[config.mk]
export PLATFORM = sky130hd
export DESIGN_NAME = ufifo_ctrl
export DESIGN_NICKNAME = d
export VERILOG_FILES = /design/src/rtl/ufifo_pkg.sv /design/src/rtl/ufifo_queue.sv /design/src/rtl/ufifo_cfg.sv /design/src/rtl/ufifo_ctrl.sv
export SDC_FILE = /design/constraint.sdc
export NUM_CORES = 2
export LEC_CHECK = 0
export ABC_AREA = 1
export BUFFER_PORTS_ARGS = -buffer_cell sky130_fd_sc_hd__buf_2
export CAP_MARGIN = 20
export CORE_ASPECT_RATIO = 0.8
export CORE_MARGIN = 2
export CORE_UTILIZATION = 30
export DETAILED_ROUTE_END_ITERATION = 6
export SETUP_SLACK_MARGIN = 0.15
export SYNTH_ARGS = -nofsm -noshare
export SYNTH_HDL_FRONTEND = slang
export SYNTH_SLANG_ARGS = --single-unit
[constraint.sdc]
create_clock -name clk -period 6.3 [get_ports clk]
set_clock_uncertainty 0.1 [all_clocks]
set_input_delay 0.63 -clock clk [delete_from_list [all_inputs] [get_ports clk]]
set_output_delay 0.63 -clock clk [all_outputs]
set_load 0.1 [all_outputs]
[src/rtl/ufifo_pkg.sv]
package ufifo_pkg;

    typedef enum logic [2:0] {
        CM_450  = 3'd0,
        CM_550  = 3'd1,
        CM_X550 = 3'd2,
        CM_650  = 3'd3,
        CM_750  = 3'd4
    } compat_e;

    typedef enum logic [1:0] {
        Q_BYTE  = 2'd0,
        Q_SMALL = 2'd1,
        Q_LARGE = 2'd2
    } qstate_e;

endpackage

[src/rtl/ufifo_queue.sv]
module ufifo_queue #(
    parameter int DEPTH = 128,
    parameter int DW    = 8,
    parameter int LW    = 8
) (
    input  logic          clk,
    input  logic          rst_n,
    input  logic          flush,
    input  logic [LW-1:0] limit,
    input  logic          push,
    input  logic [DW-1:0] push_data,
    input  logic          pop,
    output logic [DW-1:0] pop_data,
    output logic [LW-1:0] count,
    output logic [LW-1:0] count_nxt,
    output logic          empty,
    output logic          full
);
    localparam int AW = (DEPTH > 1) ? $clog2(DEPTH) : 1;

    logic [DW-1:0] mem [DEPTH];
    logic [AW-1:0] wr_ptr, rd_ptr;
    logic [LW-1:0] count_q;
    logic          push_ok, pop_ok;

    assign empty   = (count_q == '0);
    assign full    = (count_q >= limit);
    assign push_ok = push && !full;
    assign pop_ok  = pop && !empty;

    assign count_nxt = count_q + LW'(push_ok) - LW'(pop_ok);
    assign count     = count_q;
    assign pop_data  = mem[rd_ptr];

    function automatic logic [AW-1:0] bump(input logic [AW-1:0] p);
        return (p == AW'(DEPTH - 1)) ? '0 : p + AW'(1);
    endfunction

    always_ff @(posedge clk) begin
        if (push_ok && !flush) begin
            mem[wr_ptr] <= push_data;
        end
    end

    always_ff @(posedge clk) begin
        if (!rst_n || flush) begin
            wr_ptr  <= '0;
            rd_ptr  <= '0;
            count_q <= '0;
        end else begin
            if (push_ok) wr_ptr <= bump(wr_ptr);
            if (pop_ok)  rd_ptr <= bump(rd_ptr);
            count_q <= count_nxt;
        end
    end


    no_overflow_chk: assert property (@(posedge clk) disable iff (!rst_n)
        count_q <= limit);


    flush_clear_chk: assert property (@(posedge clk) disable iff (!rst_n)
        flush |=> (count_q == '0));


    drop_full_chk: assert property (@(posedge clk) disable iff (!rst_n)
        (push && full && !pop && !flush) |=> $stable(count_q));

endmodule

[src/rtl/ufifo_cfg.sv]
module ufifo_cfg
    import ufifo_pkg::*;
#(
    parameter int SMALL_DEPTH = 16,
    parameter int LARGE_DEPTH = 128,
    parameter int LW          = 8
) (
    input  logic          clk,
    input  logic          rst_n,
    input  logic          fcr_wr,
    input  logic [7:0]    fcr_wdata,
    input  logic          lcr_dlab,
    input  logic [2:0]    compat_mode,
    input  logic          enhanced,
    input  logic [LW-1:0] tx_fill_nxt,
    input  logic [LW-1:0] rx_fill_nxt,
    output logic [LW-1:0] depth_limit,
    output logic [LW-1:0] trig_level,
    output logic          tx_flush,
    output logic          rx_flush
);
    qstate_e st_q, st_d;
    compat_e cmode;
    logic    fifo_en, trig_en, sel4, sel5;
    logic    bit5_open;
    logic    moved, crossing, cmd_ok;
    logic    [LW-1:0] lim_d;
    logic    unused_ctl;

    assign cmode      = compat_e'(compat_mode);
    assign bit5_open  = enhanced || lcr_dlab;
    assign unused_ctl = ^{fcr_wdata[7:6]};

    function automatic logic [LW-1:0] lim_of(input qstate_e s);
        logic [LW-1:0] v;
        unique case (s)
            Q_BYTE:  v = LW'(1);
            Q_SMALL: v = LW'(SMALL_DEPTH);
            Q_LARGE: v = LW'(LARGE_DEPTH);
            default: v = LW'(1);
        endcase
        return v;
    endfunction

    // stored control bits; flush bits 1 and 2 are never kept
    always_ff @(posedge clk) begin
        if (!rst_n) begin
            fifo_en <= 1'b0;
            trig_en <= 1'b0;
            sel4    <= 1'b0;
            sel5    <= 1'b0;
        end else if (fcr_wr) begin
            fifo_en <= fcr_wdata[0];
            trig_en <= fcr_wdata[3];
            sel4    <= fcr_wdata[4];
            if (bit5_open) sel5 <= fcr_wdata[5];
        end
    end

    // next-state: OPEN, CLOSE, GROW, SHRINK
    always_comb begin
        st_d = st_q;
        unique case (st_q)
            Q_BYTE: begin
                if (fifo_en) begin
                    st_d = (enhanced || (cmode == CM_750 && sel5)) ? Q_LARGE : Q_SMALL;
                end
            end
            Q_SMALL: begin
                if (!fifo_en) begin
                    st_d = Q_BYTE;
                end else if (enhanced || (cmode == CM_750 && sel5)) begin
                    st_d = Q_LARGE;
                end
            end
            Q_LARGE: begin
                if (!fifo_en) begin
                    st_d = Q_BYTE;
                end else if (!(enhanced || (cmode == CM_750 && sel5))) begin
                    st_d = Q_SMALL;
                end
            end
            default: st_d = Q_BYTE;
        endcase
    end

    // state register
    always_ff @(posedge clk) begin
        if (!rst_n) st_q <= Q_BYTE;
        else        st_q <= st_d;
    end

    // outputs
    always_comb begin
        depth_limit = lim_of(st_q);
        lim_d       = lim_of(st_d);
        moved       = (st_d != st_q);
        crossing    = (st_q == Q_BYTE) != (st_d == Q_BYTE);
        cmd_ok      = fcr_wr && (st_q != Q_BYTE);
        rx_flush    = (moved && (crossing || rx_fill_nxt > lim_d)) ||
                      (cmd_ok && fcr_wdata[1]);
        tx_flush    = (moved && tx_fill_nxt > lim_d) ||
                      (cmd_ok && fcr_wdata[2]);
        trig_level  = LW'(1);
        if (enhanced && cmode == CM_650 && trig_en) begin
            unique case ({sel5, sel4})
                2'b00: trig_level = LW'(16);
                2'b01: trig_level = LW'(32);
                2'b10: trig_level = LW'(64);
                2'b11: trig_level = LW'(112);
                default: trig_level = LW'(1);
            endcase
        end
    end


    fcr5_guard_chk: assert property (@(posedge clk) disable iff (!rst_n)
        (fcr_wr && !enhanced && !lcr_dlab) |=> $stable(sel5));

endmodule

[src/rtl/ufifo_ctrl.sv]
module ufifo_ctrl
    import ufifo_pkg::*;
#(
    parameter int DW          = 8,
    parameter int SMALL_DEPTH = 16,
    parameter int LARGE_DEPTH = 128,
    parameter int LW          = $clog2(LARGE_DEPTH + 1)
) (
    input  logic          clk,
    input  logic          rst_n,
    input  logic          fcr_wr,
    input  logic [7:0]    fcr_wdata,
    input  logic          lcr_dlab,
    input  logic [2:0]    compat_mode,
    input  logic          enhanced,
    input  logic          host_tx_wr,
    input  logic [DW-1:0] host_tx_data,
    input  logic          host_rx_rd,
    output logic [DW-1:0] host_rx_data,
    input  logic          lsr_rd,
    input  logic          tx_irq_en,
    input  logic          ser_tx_pop,
    output logic [DW-1:0] ser_tx_data,
    input  logic          tsr_empty,
    input  logic          ser_rx_push,
    input  logic [DW-1:0] ser_rx_data,
    output logic [LW-1:0] tx_level,
    output logic [LW-1:0] rx_level,
    output logic          tx_empty,
    output logic          tx_full,
    output logic          rx_empty,
    output logic          rx_full,
    output logic          overrun,
    output logic          tx_irq,
    output logic          tx_idle
);
    logic [LW-1:0] depth_limit, trig_level;
    logic [LW-1:0] tx_fill_nxt, rx_fill_nxt;
    logic          tx_flush, rx_flush;
    logic          ovr_q;

    ufifo_cfg #(
        .SMALL_DEPTH(SMALL_DEPTH),
        .LARGE_DEPTH(LARGE_DEPTH),
        .LW(LW)
    ) u_cfg (
        .clk(clk),
        .rst_n(rst_n),
        .fcr_wr(fcr_wr),
        .fcr_wdata(fcr_wdata),
        .lcr_dlab(lcr_dlab),
        .compat_mode(compat_mode),
        .enhanced(enhanced),
        .tx_fill_nxt(tx_fill_nxt),
        .rx_fill_nxt(rx_fill_nxt),
        .depth_limit(depth_limit),
        .trig_level(trig_level),
        .tx_flush(tx_flush),
        .rx_flush(rx_flush)
    );

    ufifo_queue #(.DEPTH(LARGE_DEPTH), .DW(DW), .LW(LW)) u_txq (
        .clk(clk),
        .rst_n(rst_n),
        .flush(tx_flush),
        .limit(depth_limit),
        .push(host_tx_wr),
        .push_data(host_tx_data),
        .pop(ser_tx_pop),
        .pop_data(ser_tx_data),
        .count(tx_level),
        .count_nxt(tx_fill_nxt),
        .empty(tx_empty),
        .full(tx_full)
    );

    ufifo_queue #(.DEPTH(LARGE_DEPTH), .DW(DW), .LW(LW)) u_rxq (
        .clk(clk),
        .rst_n(rst_n),
        .flush(rx_flush),
        .limit(depth_limit),
        .push(ser_rx_push),
        .push_data(ser_rx_data),
        .pop(host_rx_rd),
        .pop_data(host_rx_data),
        .count(rx_level),
        .count_nxt(rx_fill_nxt),
        .empty(rx_empty),
        .full(rx_full)
    );

    always_ff @(posedge clk) begin
        if (!rst_n)                         ovr_q <= 1'b0;
        else if (ser_rx_push && rx_full)    ovr_q <= 1'b1;
        else if (lsr_rd)                    ovr_q <= 1'b0;
    end

    assign overrun = ovr_q;
    assign tx_irq  = tx_irq_en && (tx_level < trig_level);
    assign tx_idle = tx_empty && tsr_empty;


    overrun_set_chk: assert property (@(posedge clk) disable iff (!rst_n)
        (ser_rx_push && rx_full) |=> overrun);


    irq_empty_chk: assert property (@(posedge clk) disable iff (!rst_n)
        (tx_irq_en && tx_level == '0) |-> tx_irq);


    idle_level_chk: assert property (@(posedge clk) disable iff (!rst_n)
        tx_idle |-> (tx_level == '0));

endmodule

---- Word level (Yosys, flattened, before mapping) ----
Memory sizes are Yosys's and may differ from the RTL's. A register that Yosys moved wholly into a read port is not among the register bits.
Cells that the tools add are included.
word-level totals
  RAM bits ................................ 2,048
  word-level logic and storage cells ...... 106
  memory bits (read-only) ................. 0
  register bits ........................... 51
  latch bits .............................. 0
  memories kept ........................... 2
memory list
  memory     words  bits a word  read ports  clocked after memory_dff  write ports  line               RTL
  u_rxq.mem  128    8            1           1                         1            ufifo_queue.sv:21  logic [DW-1:0] mem [DEPTH];
  u_txq.mem  128    8            1           1                         1            ufifo_queue.sv:21
cells by class
  multiply operators ...................... 0
  add/subtract/negate cells ............... 8
  div/mod/pow operators ................... 0
  reductions and logical operators ........ 39
  $lt $le $gt $ge ......................... 5
  shifts and indexed selects .............. 0
  bitwise gates (word level) .............. 0
  equal/unequal tests ..................... 15
  muxes and demuxes ....................... 25
operator list
  cell                   number
  $mux W7                8
  $pmux W8 S2            2
  $pmux W8 S4            1
  $add A7 B1 Y7 const B  4
  $eq A7 B7 Y1 const B   4
  $logic_and A1 B1 Y1    17
  $add A8 B1 Y8          2
  $ge A8 B8 Y1           2
  $gt A8 B8 Y1           2
  $logic_not A8 Y1       2
  $sub A8 B1 Y8          2
  $mux W2                6
  $eq A2 B2 Y1 const B   4
  $lt A8 B8 Y1           1
  $mux W8                1
  $logic_not A1 Y1       7
  $logic_or A1 B1 Y1     7
  $eq A2 B1 Y1 const B   3
  $logic_not A2 Y1       3
  $mux W1                6
  $pmux W2 S3            1
  $reduce_bool A2 Y1     2
  $eq A3 B2 Y1 const B   1
  $eq A3 B3 Y1 const B   1
  3 further kinds        3

---- Logic depth before layout (Yosys ltp) ----
  depth after elaboration ................. 16
  mapped depth ............................ 33

---- Cells and area by module ----
A second synthesis with hierarchy kept.
unflattened totals
  cells, all modules ...................... 7,682
  area, all modules ....................... 88,577.5 um^2
modules (own cells, without submodules)
  module               cells an instance  instances  area an instance (um^2)
  ufifo_queue (u_rxq)  3,757              1          43,750.7
  ufifo_queue (u_txq)  3,755              1          43,734.4
  ufifo_cfg            130                1          854.6
  ufifo_ctrl           40                 1          237.7

---- Worst setup path before layout ----
OpenSTA, ideal clock, no wires.
  kind .................................... flip-flop to flip-flop
  start ................................... reg u_txq.count_q[7] (netlist: u_txq.count[7])
  end ..................................... mem u_txq.mem[127][0], enable pin
  path buffers ............................ 2
  cell stages (with the launch flop) ...... 23
  setup time .............................. 0.370 ns
  path slack .............................. 1.266 ns
  clock period less this slack ............ 5.034 ns
  arrival ................................. 4.563 ns
  required time ........................... 5.830 ns
  cells stage by stage .................... dfxtp_1 ha_1 a21oi_1 o21ai_0 a21oi_1 nand3_1 inv_1 buf_2 ha_1 inv_1 fa_1 inv_1 a31o_2 xor2_1 ha_1 nand2_1 nor2_1 nand3_1 nand3_1 nand3_2 nand3_1 buf_4 nor2_1
on the way
  word-level cells in the longest chain between the ends .. 12
  elaborated cells on any way between the ends .. 15
ends and longest elaborated chain
  item                           line               RTL
  from (decl)                    ufifo_queue.sv:23  logic [LW-1:0] count_q;
  from (signal assigned)         ufifo_queue.sv:53  count_q <= count_nxt;
  $ge A8 B8 Y1                   ufifo_queue.sv:27  assign full = (count_q >= limit);
  $logic_not A1 Y1               ufifo_queue.sv:28  assign push_ok = push && !full;
  $logic_and A1 B1 Y1            ufifo_queue.sv:28
  via u_txq.push_ok              ufifo_queue.sv:24  logic push_ok, pop_ok;
  $add A8 B1 Y8                  ufifo_queue.sv:31  assign count_nxt = count_q + LW'(push_ok) - LW'(pop_ok);
  $sub A8 B1 Y8                  ufifo_queue.sv:31
  via tx_fill_nxt[4]             ufifo_ctrl.sv:38   logic [LW-1:0] tx_fill_nxt, rx_fill_nxt;
  $gt A8 B8 Y1                   ufifo_cfg.sv:102   tx_flush = (moved && tx_fill_nxt > lim_d) ||
  $logic_and A1 B1 Y1            ufifo_cfg.sv:102
  $logic_or A1 B1 Y1             ufifo_cfg.sv:102
  $logic_not A1 Y1               ufifo_queue.sv:40  if (push_ok && !flush) begin
  $logic_and A1 B1 Y1            ufifo_queue.sv:40
  $mux W1                        ufifo_queue.sv:40
  $mux W1 (not written as such)  ufifo_queue.sv:41  mem[wr_ptr] <= push_data;
  to (decl)                      ufifo_queue.sv:21
The timed path passes the listed nets, and every way through them passes these cells.

---- Final worst setup path ----
  start ................................... reg u_cfg.st_q[0]
  end ..................................... mem u_txq.mem[112][1], enable pin
on the way
  word-level cells in the longest chain between the ends .. 14
  elaborated cells on any way between the ends .. 29
ends and longest elaborated chain
  item                                          line               RTL
  from (decl)                                   ufifo_cfg.sv:22    qstate_e st_q, st_d;
  from (signal assigned)                        ufifo_cfg.sv:90    else st_q <= st_d;
  $eq A2 B2 Y1 or $eq A2 B1 Y1 (tied branches)  ufifo_cfg.sv:36    unique case (s)
  $pmux W8 S2 (*)                               ufifo_cfg.sv:36
  $ge A8 B8 Y1 (*)                              ufifo_queue.sv:27
  $logic_not A1 Y1 (*)                          ufifo_queue.sv:28
  $logic_and A1 B1 Y1 (*)                       ufifo_queue.sv:28
  $add A8 B1 Y8 (*)                             ufifo_queue.sv:31
  $sub A8 B1 Y8 (*)                             ufifo_queue.sv:31
  via tx_fill_nxt[4]                            ufifo_ctrl.sv:38
  $gt A8 B8 Y1 (*)                              ufifo_cfg.sv:102
  $logic_and A1 B1 Y1 (*)                       ufifo_cfg.sv:102
  $logic_or A1 B1 Y1 (*)                        ufifo_cfg.sv:102
  $logic_not A1 Y1 (*)                          ufifo_queue.sv:40
  $logic_and A1 B1 Y1 (*)                       ufifo_queue.sv:40
  $mux W1 (*)                                   ufifo_queue.sv:40
  $mux W1 (not written as such) (*)             ufifo_queue.sv:41
The timed path passes the listed nets; every way through them passes the cells marked *.

==> results.sh <==
export IMPL_drt_iter0_drc=7670
export IMPL_holdCritPathClass="in -> reg"
export IMPL_viasPerCell=5.17
export IMPL_cts_buffers=212
export IMPL_dieArea_sq_um=295000
export IMPL_die_x_um=607
export IMPL_grt_max_degree=255
export IMPL_hold_buffers=11
export IMPL_place_hpwl_um=140000
export IMPL_antenna_found_initial=3
export IMPL_port_buffers=75
export IMPL_finalSetupTns_ns=0
export IMPL_synth_top_area_cell="edfxtp_1"
export IMPL_synth_edf_count=2048
export IMPL_timing_slew_headroom=0.121
export IMPL_worstPathArrival_ns=5.97
export IMPL_ys_seq_area_frac=0.720
export IMPL_cts_tree="yes"
export IMPL_yosys_cell_types_count=46
export IMPL_rsz0062_at_grt="no"
export IMPL_setup_violations=0
export IMPL_p_leak_nw=32.1
export IMPL_vias=58400
export IMPL_critPathMaxStageDelay_ns=0.68
export IMPL_clk_pin_slew_ns=0.06
export IMPL_cts_resized=0
export IMPL_cts_max_level=4
export IMPL_first_global_vias=56100
export IMPL_synth_most_common_cell="edfxtp_1"
export IMPL_synth_top_cell_area_share=0.706
export IMPL_cts_setup_buffers=0
export IMPL_die_y_um=486
export IMPL_stdcell_area_sq_um=98800
export IMPL_start_util=0.302
export IMPL_power_density_nw_per_um2=384
export IMPL_min_period_over_period=0.898
export IMPL_cp_data_required_time_ns=6.61
export IMPL_ir_drop_mv=0.322
export IMPL_syn_inst=7331
export IMPL_yosys_register_bits=2113
export IMPL_synth_area_leaders="edfxtp_1 (71%), o21ai_0 (6.0%), nor2_1 (5.7%)"
export IMPL_dp_cells=10900
export IMPL_drt_first_pass_iters=6
export IMPL_ys_flop_type="edfxtp_1"
export IMPL_fin_nets=7391
export IMPL_power_mw=37.9
export IMPL_synth_area_sq_um=87200
export IMPL_slowest_stage="nor2_1"
export IMPL_yosysWarnings=0
export IMPL_clock_sinks=2113
export IMPL_drive_gt1_frac=0.0908
export IMPL_drv_slew=0
export IMPL_critical_path_class="reg -> reg"
export IMPL_worst_pin_slew_ns=1.32
export IMPL_synthArstFlopShare=0
export IMPL_status="completed"
export IMPL_cp_common_cell="inv_1"
export IMPL_syn_to_final_growth_pct=13.3
export IMPL_gp_congestion=0.852
export IMPL_grt_use_total=0.158
export IMPL_wl_um=240000
export IMPL_place_area_sq_um=91400
export IMPL_pin_count=78
export IMPL_whs_ns=0.0648
export IMPL_cts_root_buffer="clkbuf_16"
export IMPL_stdcell_count=11300
export IMPL_antenna_left=0
export IMPL_end_kind="flip-flop"
export IMPL_finalHoldViolCount=0
export IMPL_grt_overflow_total=0
export IMPL_max_freq_mhz=177
export IMPL_clockBufferDepth=3
export IMPL_min_period_ns=5.65
export IMPL_wl_per_cell_um=21.3
export IMPL_crit_path_max_fanout=21
export IMPL_rows=176
export IMPL_fillers=27800
export IMPL_ys_top_cells_by_count="edfxtp_1 (2048), nor2_1 (1326), o21ai_0 (1042)"
export IMPL_syn_nets=7426
export IMPL_grt_pass1_wl_um=355000
export IMPL_drv_cap=0
export IMPL_clk_latency_ns=0.85
export IMPL_cp_start_kind="flip-flop"
export IMPL_avgSynthCellArea_sq_um=11.9
export IMPL_core_area_sq_um=288000
export IMPL_drc=0
## cells in the final DEF, fill, tap and decap left out, drive strengths merged, types with 3 or more instances in the layout
cell type,n
a21oi,30
a31oi,3
and2,10
buf,229
bufinv,27
clkbuf,248
clkinv,106
clkinvlp,15
dfxtp,65
dlygate4sd3,11
edfxtp,2048
ha,54
inv,166
nand2,982
nand3,433
nand4,16
nor2,1406
nor3,21
o21ai,1055
o22ai,512
or2,3
xnor2,4
xor2,15
## critical path: cells and delay by family, from the launching register on
kind,cells,cell delay (ns)
adders and majority gates,5,1.39
buffers and inverters,7,1.04
xor gates and xnor gates,1,0.21
and+or+nand+nor,8,1.48
AOI/OAI and AO/OA,4,0.54
DFF,1,0.42
## cell families (layout without fill, tap and decap cells)
logic type,after synthesis,count (layout),synth area share
buffers and inverters,656,802,0.0350
muxes,2,2,0.000230
AOI/OAI and AO/OA,1608,1608,0.100
DFF,2113,2113,0.720
other,0,1,0
and+or+nand+nor,2877,2877,0.134
xor gates and xnor gates,19,19,0.00200
adders and majority gates,56,56,0.00821
## report_power, final
group / internal (mW) / switching [mW] / total [mW]
Clock: 7.41 / 5.51 / 12.9
Sequential: 15.5 / 0.190 / 15.7
Combinational: 2.32 / 6.99 / 9.30
Total: 25.2 / 12.7 / 37.9
## registers in the layout, indices dropped and copies added, names as in the netlist, named ones only
name,count
overrun,1
u_cfg.fifo_en,1
u_cfg.sel4,1
u_cfg.sel5,1
u_cfg.st_q,2
u_cfg.trig_en,1
u_rxq.count,8
u_rxq.mem,1024
u_rxq.rd_ptr,7
u_rxq.wr_ptr,7
u_txq.count,8
u_txq.mem,1024
u_txq.rd_ptr,7
u_txq.wr_ptr,7
## stage by stage
stage / worst slack [ns] / util
finish: 0.645 / 0.343
floorplan: 1.27 / -
global route: 0.247 / 0.343
global placement: 0.698 / 0.317
detailed placement: 0.735 / 0.317
CTS: 0.661 / 0.343
## layer usage
metal,global-route usage,up-vias,wire (um)
met5,0,-,0
met4,0.0459,0,5980
met3,0.0273,370,22600
met2,0.242,2982,107000
met1,0.228,28800,105000
li1,-,26300,-
## cell type report
type | count | area, sq um | share of cell area
Antenna cell | 1 | 2.50 | 0.0000253
Clock buffer | 248 | 5510 | 0.0558
Clock inverter | 147 | 1680 | 0.0170
Inverter | 167 | 667 | 0.00675
Multi-Input combinational cell | 4562 | 21400 | 0.217
Sequential cell | 2113 | 62800 | 0.636
Tap cell | 3827 | 4790 | 0.0485
Timing Repair Buffer | 240 | 1920 | 0.0194
## worst paths after layout
kind	from	slack, ns	cells past startpoint	endpoint
worst max-delay path	u_cfg.st_q[0]	0.65	25	u_txq.mem[112][1]
worst max register to register	u_cfg.st_q[0]	0.65	25	u_txq.mem[112][1]
worst min register to register	u_cfg.fifo_en	0.44	2	u_cfg.fifo_en
worst min-delay path	rst_n	0.06	3	u_cfg.st_q[1]
(Power assumes the default switching activity.)
